--- config.mk ---
export PLATFORM = sky130hd
export DESIGN_NAME = rtc_tick_gen
export DESIGN_NICKNAME = d
export VERILOG_FILES = /design/src/rtl/rtc_tick_pkg.sv /design/src/rtl/rtc_tick_divider.sv /design/src/rtl/rtc_tick_counter.sv /design/src/rtl/rtc_sec_divider.sv /design/src/rtl/rtc_tick_gen.sv
export SDC_FILE = /design/constraint.sdc
export NUM_CORES = 1
export LEC_CHECK = 0
export ABC_AREA = 1
export BUFFER_PORTS_ARGS = -buffer_cell sky130_fd_sc_hd__buf_2
export CAP_MARGIN = 20
export CORE_MARGIN = 10
export CORE_UTILIZATION = 40
export DETAILED_ROUTE_END_ITERATION = 10
export PLACE_DENSITY = 0.66
export SLEW_MARGIN = 20
export SYNTH_ARGS = -nofsm -noshare
export SYNTH_HDL_FRONTEND = slang
export SYNTH_SLANG_ARGS = --single-unit
--- constraint.sdc ---
create_clock -name clk -period 2.1 [get_ports clk]
set_input_delay 0.105 -clock clk [delete_from_list [all_inputs] [get_ports clk]]
set_output_delay 0.105 -clock clk [all_outputs]
set_load 0.02 [all_outputs]
--- src/rtl/rtc_tick_pkg.sv ---
package rtc_tick_pkg;
  // word offsets of the register port
  localparam int unsigned OFS_CTRL  = 0;
  localparam int unsigned OFS_COUNT = 1;
  localparam int unsigned OFS_PEND  = 2;
  localparam int unsigned OFS_CUR   = 3;

  // control word fields
  localparam int unsigned CTL_RUN_BIT  = 0;
  localparam int unsigned CTL_SEL_LSB  = 4;
  localparam int unsigned CTL_SEL_W    = 4;
  localparam int unsigned CTL_TICK_BIT = 8;
  localparam logic [31:0] CTL_KEEP_MASK = 32'h0000_01F1;

  // smallest period value that is accepted
  localparam int unsigned MIN_PERIOD = 3;

  typedef struct packed {
    logic tick_start;
    logic tick_stop;
    logic sec_start;
    logic sec_stop;
  } ctl_events_t;
endpackage

--- src/rtl/rtc_tick_divider.sv ---
module rtc_tick_divider #(
  parameter int unsigned SEL_W = 4
) (
  input  logic             clk,
  input  logic             rst_n,
  input  logic             strobe,
  input  logic             run,
  input  logic             restart,
  input  logic [SEL_W-1:0] sel,
  output logic             div_tick
);
  localparam int unsigned PRE_W = (1 << SEL_W) - 1;

  logic [PRE_W-1:0] pre_q;
  logic [PRE_W-1:0] mask;

  // low sel bits all ones marks the last strobe of each 2^sel group
  assign mask     = (PRE_W'(1) << sel) - PRE_W'(1);
  assign div_tick = strobe && run && ((pre_q & mask) == mask);

  always_ff @(posedge clk or negedge rst_n) begin
    if (!rst_n) begin
      pre_q <= '0;
    end else if (restart) begin
      pre_q <= '0;
    end else if (strobe && run) begin
      pre_q <= pre_q + PRE_W'(1);
    end
  end
endmodule

--- src/rtl/rtc_tick_counter.sv ---
module rtc_tick_counter #(
  parameter int unsigned CNT_W = 32
) (
  input  logic             clk,
  input  logic             rst_n,
  input  logic             start,
  input  logic             stop,
  input  logic             div_tick,
  input  logic [CNT_W-1:0] period,
  output logic             running,
  output logic             expire,
  output logic [CNT_W-1:0] count
);
  logic             run_q;
  logic [CNT_W-1:0] cnt_q;

  assign expire  = run_q && div_tick && (cnt_q <= CNT_W'(1)) && !start && !stop;
  assign running = run_q;
  assign count   = cnt_q;

  always_ff @(posedge clk or negedge rst_n) begin
    if (!rst_n) begin
      run_q <= 1'b0;
      cnt_q <= '0;
    end else if (start) begin
      run_q <= 1'b1;
      cnt_q <= period;
    end else if (stop) begin
      run_q <= 1'b0;
    end else if (expire) begin
      cnt_q <= period;
    end else if (run_q && div_tick) begin
      cnt_q <= cnt_q - CNT_W'(1);
    end
  end
endmodule

--- src/rtl/rtc_sec_divider.sv ---
module rtc_sec_divider #(
  parameter int unsigned SEC_DIV = 32768
) (
  input  logic clk,
  input  logic rst_n,
  input  logic strobe,
  input  logic start,
  input  logic stop,
  output logic pulse
);
  localparam int unsigned SW = (SEC_DIV > 1) ? $clog2(SEC_DIV) : 1;
  localparam logic [SW-1:0] LAST = SW'(SEC_DIV - 1);

  logic          run_q;
  logic          pulse_q;
  logic [SW-1:0] cnt_q;

  assign pulse = pulse_q;

  always_ff @(posedge clk or negedge rst_n) begin
    if (!rst_n) begin
      run_q   <= 1'b0;
      cnt_q   <= '0;
      pulse_q <= 1'b0;
    end else if (start) begin
      run_q   <= 1'b1;
      cnt_q   <= '0;
      pulse_q <= 1'b0;
    end else if (stop) begin
      run_q   <= 1'b0;
      pulse_q <= 1'b0;
    end else begin
      pulse_q <= 1'b0;
      if (run_q && strobe) begin
        if (cnt_q == LAST) begin
          cnt_q   <= '0;
          pulse_q <= 1'b1;
        end else begin
          cnt_q <= cnt_q + SW'(1);
        end
      end
    end
  end
endmodule

--- src/rtl/rtc_tick_gen.sv ---
module rtc_tick_gen
  import rtc_tick_pkg::*;
#(
  parameter int unsigned ADDR_W  = 4,
  parameter int unsigned DATA_W  = 32,
  parameter int unsigned CNT_W   = 32,
  parameter int unsigned SEC_DIV = 32768
) (
  input  logic              clk,
  input  logic              rst_n,
  input  logic              strobe_32k,
  input  logic              reg_we,
  input  logic [ADDR_W-1:0] reg_addr,
  input  logic [DATA_W-1:0] reg_wdata,
  output logic [DATA_W-1:0] reg_rdata,
  output logic              tick_irq,
  output logic              sec_pulse
);
  localparam logic [DATA_W-1:0] KEEP = DATA_W'(CTL_KEEP_MASK);

  logic [DATA_W-1:0]    ctrl_q;
  logic [CNT_W-1:0]     period_q;
  logic [CTL_SEL_W-1:0] sel_q;
  logic                 pend_q;

  logic        wr_ctrl, wr_count, wr_pend;
  logic        new_run, old_run, new_tick, old_tick;
  ctl_events_t ev;

  logic             div_tick, tick_run, expire;
  logic [CNT_W-1:0] live_cnt;

  assign wr_ctrl  = reg_we && (reg_addr == ADDR_W'(OFS_CTRL));
  assign wr_count = reg_we && (reg_addr == ADDR_W'(OFS_COUNT));
  assign wr_pend  = reg_we && (reg_addr == ADDR_W'(OFS_PEND));

  assign new_run  = reg_wdata[CTL_RUN_BIT];
  assign old_run  = ctrl_q[CTL_RUN_BIT];
  assign new_tick = reg_wdata[CTL_TICK_BIT];
  assign old_tick = ctrl_q[CTL_TICK_BIT];

  // edge detection between the written word and the stored word
  always_comb begin
    ev            = '0;
    ev.tick_start = wr_ctrl && new_run && new_tick && !old_tick && (period_q != '0);
    ev.tick_stop  = wr_ctrl && ((new_run && !new_tick && old_tick) || (!new_run && old_run));
    ev.sec_start  = wr_ctrl && new_run && !old_run;
    ev.sec_stop   = wr_ctrl && !new_run && old_run;
  end

  always_ff @(posedge clk or negedge rst_n) begin
    if (!rst_n) begin
      ctrl_q   <= '0;
      sel_q    <= '0;
      period_q <= '0;
      pend_q   <= 1'b0;
    end else begin
      if (wr_ctrl) begin
        ctrl_q <= reg_wdata & KEEP;
        if (new_run) begin
          sel_q <= reg_wdata[CTL_SEL_LSB +: CTL_SEL_W];
        end
      end
      if (wr_count && (reg_wdata[CNT_W-1:0] >= CNT_W'(MIN_PERIOD))) begin
        period_q <= reg_wdata[CNT_W-1:0];
      end
      if (expire) begin
        pend_q <= 1'b1;
      end else if (wr_pend && reg_wdata[0]) begin
        pend_q <= 1'b0;
      end
    end
  end

  rtc_tick_divider #(.SEL_W(CTL_SEL_W)) u_div (
    .clk      (clk),
    .rst_n    (rst_n),
    .strobe   (strobe_32k),
    .run      (tick_run),
    .restart  (ev.tick_start),
    .sel      (sel_q),
    .div_tick (div_tick)
  );

  rtc_tick_counter #(.CNT_W(CNT_W)) u_cnt (
    .clk      (clk),
    .rst_n    (rst_n),
    .start    (ev.tick_start),
    .stop     (ev.tick_stop),
    .div_tick (div_tick),
    .period   (period_q),
    .running  (tick_run),
    .expire   (expire),
    .count    (live_cnt)
  );

  rtc_sec_divider #(.SEC_DIV(SEC_DIV)) u_sec (
    .clk    (clk),
    .rst_n  (rst_n),
    .strobe (strobe_32k),
    .start  (ev.sec_start),
    .stop   (ev.sec_stop),
    .pulse  (sec_pulse)
  );

  always_comb begin
    reg_rdata = '0;
    if (reg_addr == ADDR_W'(OFS_CTRL))       reg_rdata = ctrl_q;
    else if (reg_addr == ADDR_W'(OFS_COUNT)) reg_rdata = DATA_W'(period_q);
    else if (reg_addr == ADDR_W'(OFS_PEND))  reg_rdata = DATA_W'(pend_q);
    else if (reg_addr == ADDR_W'(OFS_CUR))   reg_rdata = DATA_W'(live_cnt);
  end

  assign tick_irq = pend_q;
endmodule

==> results of run 1 <==
==> sequential cells by signal, indices dropped and copies added (netlist names) <==
| name | cells |
|---|---|
| ctrl_q | 6 |
| u_cnt.running | 1 |
| u_sec.pulse | 1 |
| u_sec.cnt_q | 15 |
| u_cnt.count | 32 |
| period_q | 32 |
| sel_q | 4 |
| tick_irq | 1 |
| u_div.pre_q | 15 |
| u_sec.run_q | 1 |
==> worst max-delay path, stage by stage (launching register included) <==
cell and delay, ps:
dfrtp_1 420, nor2_2 150, nand2_2 100, ha_4 260
o211ai_1 80, nor2_2 130, nand3_1 70, nor2_1 110
nand3_2 120, o21ai_4 210, buf_6 190, nand2_2 70
nand3_2 60, nand2_1 50
==> cells in the final DEF (no fill, tap or decap), drive strengths merged <==
cell | netlist | layout
a2111oi | 1 | 1
a211oi | 4 | 4
a21oi | 27 | 27
buf | 19 | 139
clkbuf | 11 | 9
clkinv | 0 | 3
clkinvlp | 0 | 2
dfrtp | 108 | 108
dlygate4sd3 | 0 | 4
ha | 5 | 5
inv | 162 | 164
nand2 | 252 | 252
nand3 | 108 | 108
nand3b | 2 | 2
nand4 | 18 | 18
nor2 | 130 | 130
nor3 | 16 | 16
nor3b | 8 | 8
nor4 | 5 | 5
o211ai | 1 | 1
o21a | 2 | 2
o21ai | 49 | 49
o21bai | 2 | 2
o221ai | 5 | 5
o22ai | 26 | 26
o31ai | 2 | 2
or2 | 1 | 1
xor2 | 29 | 29
==> metal layers <==
layer  wire [microns]  vias to the layer above  GRT usage
met5                0                        -          0
met4              314                        0    0.05005
met3             1115                       23    0.03341
met2             9839                      163     0.2994
met1             9283                     3227     0.2328
li1                 -                     3417          -
==> cell type report <==
class                           count  share of cell area
Sequential cell                   108              0.3189
Tap cell                          220             0.03248
Clock buffer                        9             0.02657
Timing Repair Buffer              143              0.1190
Multi-Input combinational cell    693              0.4223
Inverter                          162             0.07234
Clock inverter                      7            0.008415
==> worst min path at each step <==
stage | slack [ps] | endpoint | start
finish | 7 | period_q[15]$_DFFE_PN0P_ | reg_wdata[15]
global placement | 40 | period_q[26]$_DFFE_PN0P_ | rst_n
floorplan | -190 | ctrl_q[0]$_DFFE_PN0P_ | rst_n
CTS | 2 | period_q[13]$_DFFE_PN0P_ | reg_wdata[13]
detailed placement | 40 | period_q[26]$_DFFE_PN0P_ | rst_n
global route | 20 | ctrl_q[7]$_DFFE_PN0P_ | reg_wdata[7]
==> power breakdown <==
| part | internal (mW) | total (mW) | switching, mW |
|---|---|---|---|
| clock network | 0.837 | 1.71 | 0.876 |
| logic | 1.29 | 3.19 | 1.90 |
| registers | 2.49 | 2.81 | 0.325 |
| total | 4.62 | 7.71 | 3.10 |
==> repair_timing <==
action	CTS	global route
hold buffers	4	0
gates resized for setup	26	28
hold endpoints to repair	25	0
cloned	1	0
endpoints found under the setup margin	32	47
pin swaps	7	6
buffers inserted	1	1
==> per-stage QoR <==
| stage | std cells | instance area, sq um | setup TNS [ps] |
|---|---|---|---|
| CTS | 1341 | 8371 | -249.2 |
| floorplan | 993 | 6902 | -199.7 |
| global placement | 1319 | 7906 | -533.4 |
| detailed placement | 1319 | 7906 | -2324 |
| global route | 1342 | 8476 | -4221 |
| finish | 1342 | 8476 | -275.8 |
==> logic make-up after synthesis <==
group	count (synthesis)	synth area share
AND/OR/NAND/NOR	540	0.3437
flip-flops	108	0.3916
AO/OA/AOI/OAI	119	0.1026
buffers and inverters	192	0.1162
XOR/XNOR	29	0.03680
adder cells (fa/ha/maj)	5	0.009065
==> flow_summary.json, run 1 <==
{
  "status": "finished with violations",
  "violations": "setup timing",
  "numCtsBuffers": 9,
  "synth_seq_area_share": 0.3916,
  "synth_nets": 1038,
  "peakVddDrop_mv": 0.5113,
  "ys_warn_count": 0,
  "worstPathArrival_ps": 2390,
  "area_growth_pct": 22.81,
  "num-fill-cells": 1702,
  "ff2ff_setup_slack_ps": -30,
  "synth_common_cells": "nand2_1 (249), inv_1 (158), nor2_1 (117), dfrtp_1 (108), nand3_1 (105)",
  "p_total_mw": 7.714,
  "synth_ff_type": "dfrtp_1",
  "cts-root-buf": "clkbuf_16",
  "synth.most_common_cell": "nand2_1",
  "yosys.area.top_type": "dfrtp_1",
  "drv_cap": 0,
  "dp_slack_ps": -117.0,
  "drtIter0Drc": 478,
  "synth_cell_types": 39,
  "antenna_found_initial": 0,
  "whs_path_depth": 3,
  "crit_end": "u_cnt.count[17]$_DFFE_PN0P_",
  "drc": 0,
  "grt_pass1_wl_mm": 33.02,
  "core_sq_um": 16760,
  "reg2regPathDepth": 13,
  "synthTopCellsByArea": "dfrtp_1 (39%), nand2_1 (14%), inv_1 (8.6%)",
  "vias": 6830,
  "syn-instance-count": 993,
  "clock_skew_ps": 11.34,
  "final-setup-viol-count": 26,
  "power_density_nw_per_um2": 910.1,
  "grt-ovfl-total": 0,
  "synth_edf_count": 0,
  "design.die.area_sq_um": 22910,
  "syn_area_per_cell_sq_um": 6.950,
  "rsz0062_at_grt": "yes",
  "tightestPinTransition_ps": 364.6,
  "period_needed_ps": 2131,
  "hold_viol_final": 0,
  "yosys_register_bits": 108,
  "worstPathMaxFanout": 7,
  "grt_max_degree": 40,
  "nets": 1162,
  "regToRegStartpoint": "sel_q[0]$_DFFE_PN0P_",
  "crit_start": "sel_q[0]$_DFFE_PN0P_",
  "boundaryPins": 74,
  "synth_top_area_share": 0.3916,
  "h-tree-depth": 3,
  "wl_per_cell_microns": 15.32,
  "portBuffers": 73,
  "cts_tree": "done",
  "cts.sinks": 108,
  "cp-start-kind": "register",
  "rows": 47,
  "relSlewSlack": 0.7506,
  "cp_data_required_time_ps": 2360,
  "finish.utilization": 0.5057,
  "cts_buffer_depth": 2,
  "n_antenna_cell": 0,
  "period_share": 1.015,
  "hold-worst-slack_ps": 7.145,
  "p_leak_nw": 4.464,
  "die_h_microns": 151.4,
  "cts.reportedPaths.clkPinSlew_ps": 80,
  "finalWorstSetupSlack_ps": -30.77,
  "multi_input_area_sq_um": 3580,
  "grtUsageTotal": 0.1798,
  "floorplan.initialDensity": 0.4118,
  "worstSkewPairLatency_ps": 360,
  "syn_area_sq_um": 6902,
  "layout-drive-gt1-share": 0.2005,
  "vias_per_cell": 5.089,
  "seqCellArea_sq_um": 2703,
  "hp-class": "in -> reg",
  "maxSlewViolCount": 0,
  "grt_pass1_vias": 6605,
  "die_w_microns": 151.4,
  "post-dp-hpwl_mm": 15.50,
  "path_class": "reg -> reg",
  "wl_mm": 20.55,
  "end_kind": "register",
  "async_flop_share": 1.000,
  "gp_congestion": 0.9407,
  "dr.pass1.iters": 5,
  "reg2reg_to": "u_cnt.count[17]$_DFFE_PN0P_",
  "ant_nets": 0,
  "max_freq_mhz": 469.3
}
Note: power is estimated with default switching activity, not from simulation.
==> run 2, diff against run 1 <==
PLACE_DENSITY = 0.64   (was 0.66)
SETUP_SLACK_MARGIN = 0.4   (was default)
clock period = 2 ns   (was 2.1 ns; I/O delays follow)
==> run 2 against run 1 <==
Effect of this change:
- the flow still finishes with violations (setup timing)
- clock-buffer cell count rose by 1
- die area did not move
- clock skew rose by 2.4 ps
- via count rose by 5.7%
- non-clock buffer count rose by 72
- combinational power rose by 23%
- flip-flop and latch count did not move
- fmax fell by 1.7%
- design area rose by 12%
- routed wire length rose by 12%
- critical path type unchanged
- critical endpoint is now u_cnt.count[31]$_DFFE_PN0P_
- largest cell class unchanged
- highest routed layer unchanged
==> flow_summary.json, run 2 (same netlist as run 1, synthesis figures left out) <==
{
  "portBuffers": 73,
  "hp-class": "in -> reg",
  "mostFrequentLayoutCell": "nand2_1",
  "floorplan.initialDensity": 0.4118,
  "grt_max_degree": 62,
  "grt-ovfl-total": 0,
  "grt_pass1_wl_mm": 34.39,
  "final_cell_mix": "nand2_1 (232), inv_1 (145), dfrtp_1 (106), buf_4 (104)",
  "p_switching_mw": 3.477,
  "grt_pass1_vias": 6856,
  "rsz0062_at_grt": "yes",
  "cts_buffer_depth": 2,
  "pwr-share-comb": 0.445,
  "design.die.area_sq_um": 22910,
  "seqPwrFrac": 0.340,
  "cts.reportedPaths.clkPinSlew_ps": 80,
  "cp_slowest_cell": "dfrtp_1",
  "cts.sinks": 108,
  "relSlewSlack": 0.7264,
  "grtUsageTotal": 0.1866,
  "worstSkewPairLatency_ps": 370,
  "peakVddDrop_mv": 0.4879,
  "swShare": 0.3953,
  "cp_data_required_time_ps": 2300,
  "drv_cap": 0,
  "cts_tree": "done",
  "power.internal_mw": 5.318,
  "dp_slack_ps": -170.5,
  "ant_nets": 0,
  "wl_mm": 23.05,
  "end_kind": "register",
  "layout-drive-gt1-share": 0.2915,
  "drtIter0Drc": 618,
  "wl_per_cell_microns": 16.30,
  "worstPathArrival_ps": 2470,
  "maxSlewViolCount": 0,
  "boundaryPins": 74,
  "path_class": "reg -> reg",
  "dr.pass1.iters": 5,
  "hold_viol_final": 0,
  "worstPathMaxFanout": 16,
  "area_growth_pct": 38.00,
  "period_share": 1.084,
  "clock_skew_ps": 13.71,
  "final-setup-viol-count": 33,
  "cp_slowest_stage_delay_ps": 410,
  "period_needed_ps": 2168,
  "p_total_mw": 8.795,
  "status": "finished with violations",
  "die_h_microns": 151.4,
  "finalWorstSetupSlack_ps": -168.4,
  "h-tree-depth": 3,
  "path_cells": "nor2_4 -> nand2_1 -> ha_1 -> o211ai_1 -> nor2_2 -> nand4_1 -> nor2_2 -> nand3_4 -> clkbuf_16 -> nand3_1 -> nand3_1 -> nand2_1",
  "vias": 7220,
  "drc": 0,
  "core_sq_um": 16760,
  "nets": 1234,
  "n_antenna_cell": 0,
  "die_w_microns": 151.4,
  "cts-root-buf": "clkbuf_16",
  "post-dp-hpwl_mm": 15.54,
  "violations": "setup timing",
  "cp-start-kind": "register",
  "numCtsBuffers": 9,
  "gp_congestion": 0.8816,
  "vias_per_cell": 5.106,
  "rows": 47,
  "clockPowerShare": 0.215,
  "antenna_found_initial": 0,
  "max_freq_mhz": 461.2,
  "power_density_nw_per_um2": 923.4,
  "tightestPinTransition_ps": 400.0,
  "p_leak_nw": 4.915
}
-- run 2: cell count changes in the layout (fill, tap and decap cells not counted), sizes merged --
cell	previous run	this run
clkinvlp	2	3
dlygate4sd3	4	9
clkinv	3	2
bufinv	0	1
clkbuf	9	15
buf	139	200
dlymetal6s4s	0	1
inv	164	162
-- run 2: layout make-up --
| class | instances | area, sq um |
|---|---|---|
| Clock inverter | 6 | 73.82 |
| Tap cell | 220 | 275.3 |
| Sequential cell | 108 | 2705 |
| Timing Repair Buffer | 215 | 1763 |
| Inverter | 162 | 624.3 |
| Multi-Input combinational cell | 693 | 3854 |
| Fill cell | 1572 | 7236 |
| Clock buffer | 10 | 229.0 |
-- run 2: final timing paths --
kind / slack (ps) / endpoint / cells past startpoint / startpoint
max: -170 / u_cnt.count[31]$_DFFE_PN0P_ / 12 / sel_q[2]$_DFFE_PN0P_
min: 0.4 / period_q[10]$_DFFE_PN0P_ / 3 / reg_wdata[10]
max reg2reg: -170 / u_cnt.count[31]$_DFFE_PN0P_ / 12 / sel_q[2]$_DFFE_PN0P_
min reg2reg: 480 / ctrl_q[7]$_DFFE_PN0P_ / 2 / ctrl_q[7]$_DFFE_PN0P_
max in group asynchronous: 1350 / u_cnt.count[27]$_DFFE_PN0P_ / 3 / rst_n
min in group asynchronous: 100 / u_div.pre_q[9]$_DFFE_PN0P_ / 2 / rst_n
-- run 2: power groups by stage --
stage                     combinational (mW)  clock, mW  sequential [mW]
after detailed placement                3.41          0             2.97
after global placement                  3.36          0             2.97
after CTS                               3.56       1.92             2.95
final                                   3.91       1.89             2.99
after global routing                    4.40       1.99             3.05
after floorplan                         2.23          0             2.91
-- run 2: through the flow --
step                area, sq um  utilization  hold WS, ps  instances  TNS (ps)
floorplan                  6918            -       -195.6        993     -3124
global placement           8104       0.4835       -73.82       1344     -3314
detailed placement         8104       0.4835       -76.40       1344     -4824
CTS                        8706       0.5194        2.914       1379     -4217
global route               9524       0.5683        5.418       1414    -10100
finish                     9524       0.5683       0.3808       1414     -4679
-- run 2: worst max-delay path, delay by kind of cell, from the launching register on --
family / cells / cell delay, ps
buffers and inverters: 1 / 230
AOI/OAI and AO/OA: 1 / 100
and+or+nand+nor: 9 / 1070
adders and majority gates: 1 / 290
DFF: 1 / 410
-- run 2: what timing repair did --
item | CTS | global route
setup buffers | 9 | 27
hold endpoints to repair | 117 | 0
pin swaps | 13 | 29
gates cloned | 0 | 8
resized for setup | 41 | 125
setup endpoints to repair | 78 | 102
hold buffers | 10 | 0
-- run 2: layer usage --
layer	wire length (microns)	GRT usage	vias to the layer above	part of all wire
met3	1417	0.03461	28	0.061
met2	10720	0.2926	211	0.46
met4	369	0.05534	0	0.016
met1	10550	0.2554	3410	0.46
li1	-	-	3571	-
met5	0	0	-	0
==> run 3, diff against run 2 <==
PLACE_DENSITY = 0.62   (was 0.64)
==> run 3 against run 2 <==
Effect of this change:
- the flow still finishes with violations (setup timing)
- sequential power hardly changed
- critical path depth stayed put
- clock power hardly changed
- final cell count is 0.92% lower
- sequential share of layout area is 1.3 points higher
- critical path type unchanged
- largest cell class unchanged
- highest routed layer unchanged
==> flow_summary.json, run 3 (same netlist as run 1, synthesis figures left out) <==
{
  "route.top_layer_used": "met4",
  "cts.sinks": 108,
  "worst-path-buf-inv": 1,
  "cts-root-buf": "clkbuf_16",
  "path_class": "reg -> reg",
  "antenna_found_initial": 2,
  "worstPathArrival_ps": 2450,
  "final-setup-viol-count": 32,
  "worstPathMaxFanout": 19,
  "layout-drive-gt1-share": 0.2604,
  "rows": 47,
  "violations": "setup timing",
  "design.die.area_sq_um": 22910,
  "final_cell_area_sq_um": 9114,
  "cts_buffer_depth": 2,
  "p_total_mw": 8.669,
  "vias": 7038,
  "cp_slowest_stage_delay_ps": 410,
  "floorplan.initialDensity": 0.4118,
  "h-tree-depth": 3,
  "grt_pass1_vias": 6812,
  "cts.reportedPaths.clkPinSlew_ps": 80,
  "p_leak_nw": 4.755,
  "wl_per_cell_microns": 15.23,
  "finalWorstSetupSlack_ps": -143.6,
  "period_share": 1.072,
  "nets": 1219,
  "post-dp-hpwl_mm": 15.71,
  "drv_cap": 0,
  "drc": 0,
  "reg2regPathDepth": 12,
  "cts_tree": "done",
  "path_cells": "nor2_4 -> nand3_1 -> ha_1 -> o211ai_1 -> nor2_2 -> nand4_1 -> nor2_2 -> nand3_2 -> nand2_4 -> buf_12 -> nand3_1 -> nand2_1",
  "grt_max_degree": 47,
  "drtIter0Drc": 530,
  "cp-start-kind": "register",
  "area_growth_pct": 32.05,
  "core_sq_um": 16760,
  "numCtsBuffers": 9,
  "hold_viol_final": 0,
  "grtUsageTotal": 0.1839,
  "placed_area_sq_um": 8159,
  "met1Wirelength_mm": 10.30,
  "wl_mm": 21.34,
  "vias_per_cell": 5.024,
  "hp-class": "in -> reg",
  "end_kind": "register",
  "wl_met3_mm": 1.034,
  "final_cell_mix": "nand2_1 (233), inv_1 (149), buf_4 (109), dfrtp_1 (107), nor2_1 (103)",
  "worstSkewPairLatency_ps": 360,
  "rsz0062_at_grt": "yes",
  "cp_slowest_cell": "dfrtp_1",
  "maxSlewViolCount": 0,
  "clock_skew_ps": 6.365,
  "gp_congestion": 0.8901,
  "die_h_microns": 151.4,
  "grt_pass1_wl_mm": 34.01,
  "die_w_microns": 151.4,
  "power_density_nw_per_um2": 951.2,
  "period_needed_ps": 2144,
  "max_freq_mhz": 466.5,
  "wl_met2_mm": 9.693,
  "mostFrequentLayoutCell": "nand2_1",
  "path_delay_family": "simple AND/OR/NAND/NOR gates",
  "boundaryPins": 74,
  "whs_path_depth": 3,
  "relSlewSlack": 0.6950,
  "cp_num_cells": 12,
  "ant_nets": 0,
  "grt-ovfl-total": 0,
  "status": "finished with violations",
  "cp_data_required_time_ps": 2300,
  "num-fill-cells": 1619,
  "tightestPinTransition_ps": 453.3,
  "portBuffers": 73,
  "peakVddDrop_mv": 0.5939,
  "dr.pass1.iters": 5,
  "hold-worst-slack_ps": 6.090
}
==> run 3: cell count changes in the layout (fill, tap and decap cells not counted), sizes merged <==
cell | previous run | this run
diode | 0 | 2
clkinvlp | 3 | 2
dlygate4sd3 | 9 | 7
clkbuf | 15 | 11
buf | 200 | 193
dlymetal6s4s | 1 | 0
==> run 3: final timing paths <==
check	startpoint	end	slack, ps
worst max-delay path	sel_q[2]$_DFFE_PN0P_	u_cnt.count[25]$_DFFE_PN0P_	-140
min in group asynchronous	rst_n	u_sec.cnt_q[5]$_DFFE_PN0P_	230
worst max register to register	sel_q[2]$_DFFE_PN0P_	u_cnt.count[25]$_DFFE_PN0P_	-140
worst min register to register	ctrl_q[7]$_DFFE_PN0P_	ctrl_q[7]$_DFFE_PN0P_	480
worst min-delay path	reg_wdata[12]	period_q[12]$_DFFE_PN0P_	6
max in group asynchronous	rst_n	ctrl_q[6]$_DFFE_PN0P_	1090
==> run 3: routing by layer <==
layer	up-vias	GRT usage
li1	3540	-
met1	3311	0.2566
met2	169	0.2843
met3	18	0.03371
met4	0	0.05149
met5	-	0
==> run 3: worst reg2reg max path, cell delays in order, from the launching register on <==
cell	delay, ps
dfrtp_1	410
nor2_4	140
nand3_1	90
ha_1	280
o211ai_1	90
nor2_2	140
nand4_1	130
nor2_2	210
nand3_2	120
nand2_4	150
buf_12	180
nand3_1	100
nand2_1	60
==> run 3: report_power, final <==
group / total (mW) / leakage, nW / switching, mW / internal, mW
clock network: 1.90 / 0.146 / 0.890 / 1.01
registers: 2.96 / 1.33 / 0.348 / 2.61
logic: 3.81 / 3.28 / 2.15 / 1.66
total: 8.67 / 4.75 / 3.39 / 5.28
==> run 3: layout make-up <==
class	count	area (sq um)	area share
repair buffers	200	1460	0.1602
inverters	162	621.8	0.06823
clock buffers	11	242.7	0.02663
multi-input cells	693	3745	0.4109
clock inverters	5	60.06	0.006590
diodes	2	5.005	0.0005491
well taps	220	275.3	0.03020
flip-flops and latches	108	2704	0.2967
==> run 3: through the flow <==
stage | std cells | setup TNS (ps) | util | worst slack, ps
finish | 1401 | -3921 | 0.5438 | -143.6
global placement | 1353 | -5091 | 0.4868 | -209.5
detailed placement | 1353 | -5607 | 0.4868 | -204.8
global route | 1401 | -10170 | 0.5438 | -347.8
CTS | 1385 | -3257 | 0.5235 | -115.7
floorplan | 993 | -3124 | - | -104.4
==> run 3: what timing repair did <==
action | 4_1_cts | 5_1_grt
hold buffers | 7 | 0
resized for setup | 51 | 62
endpoints found under the hold margin | 32 | 0
buffers inserted | 9 | 14
pin swaps | 12 | 23
setup endpoints to repair | 58 | 69
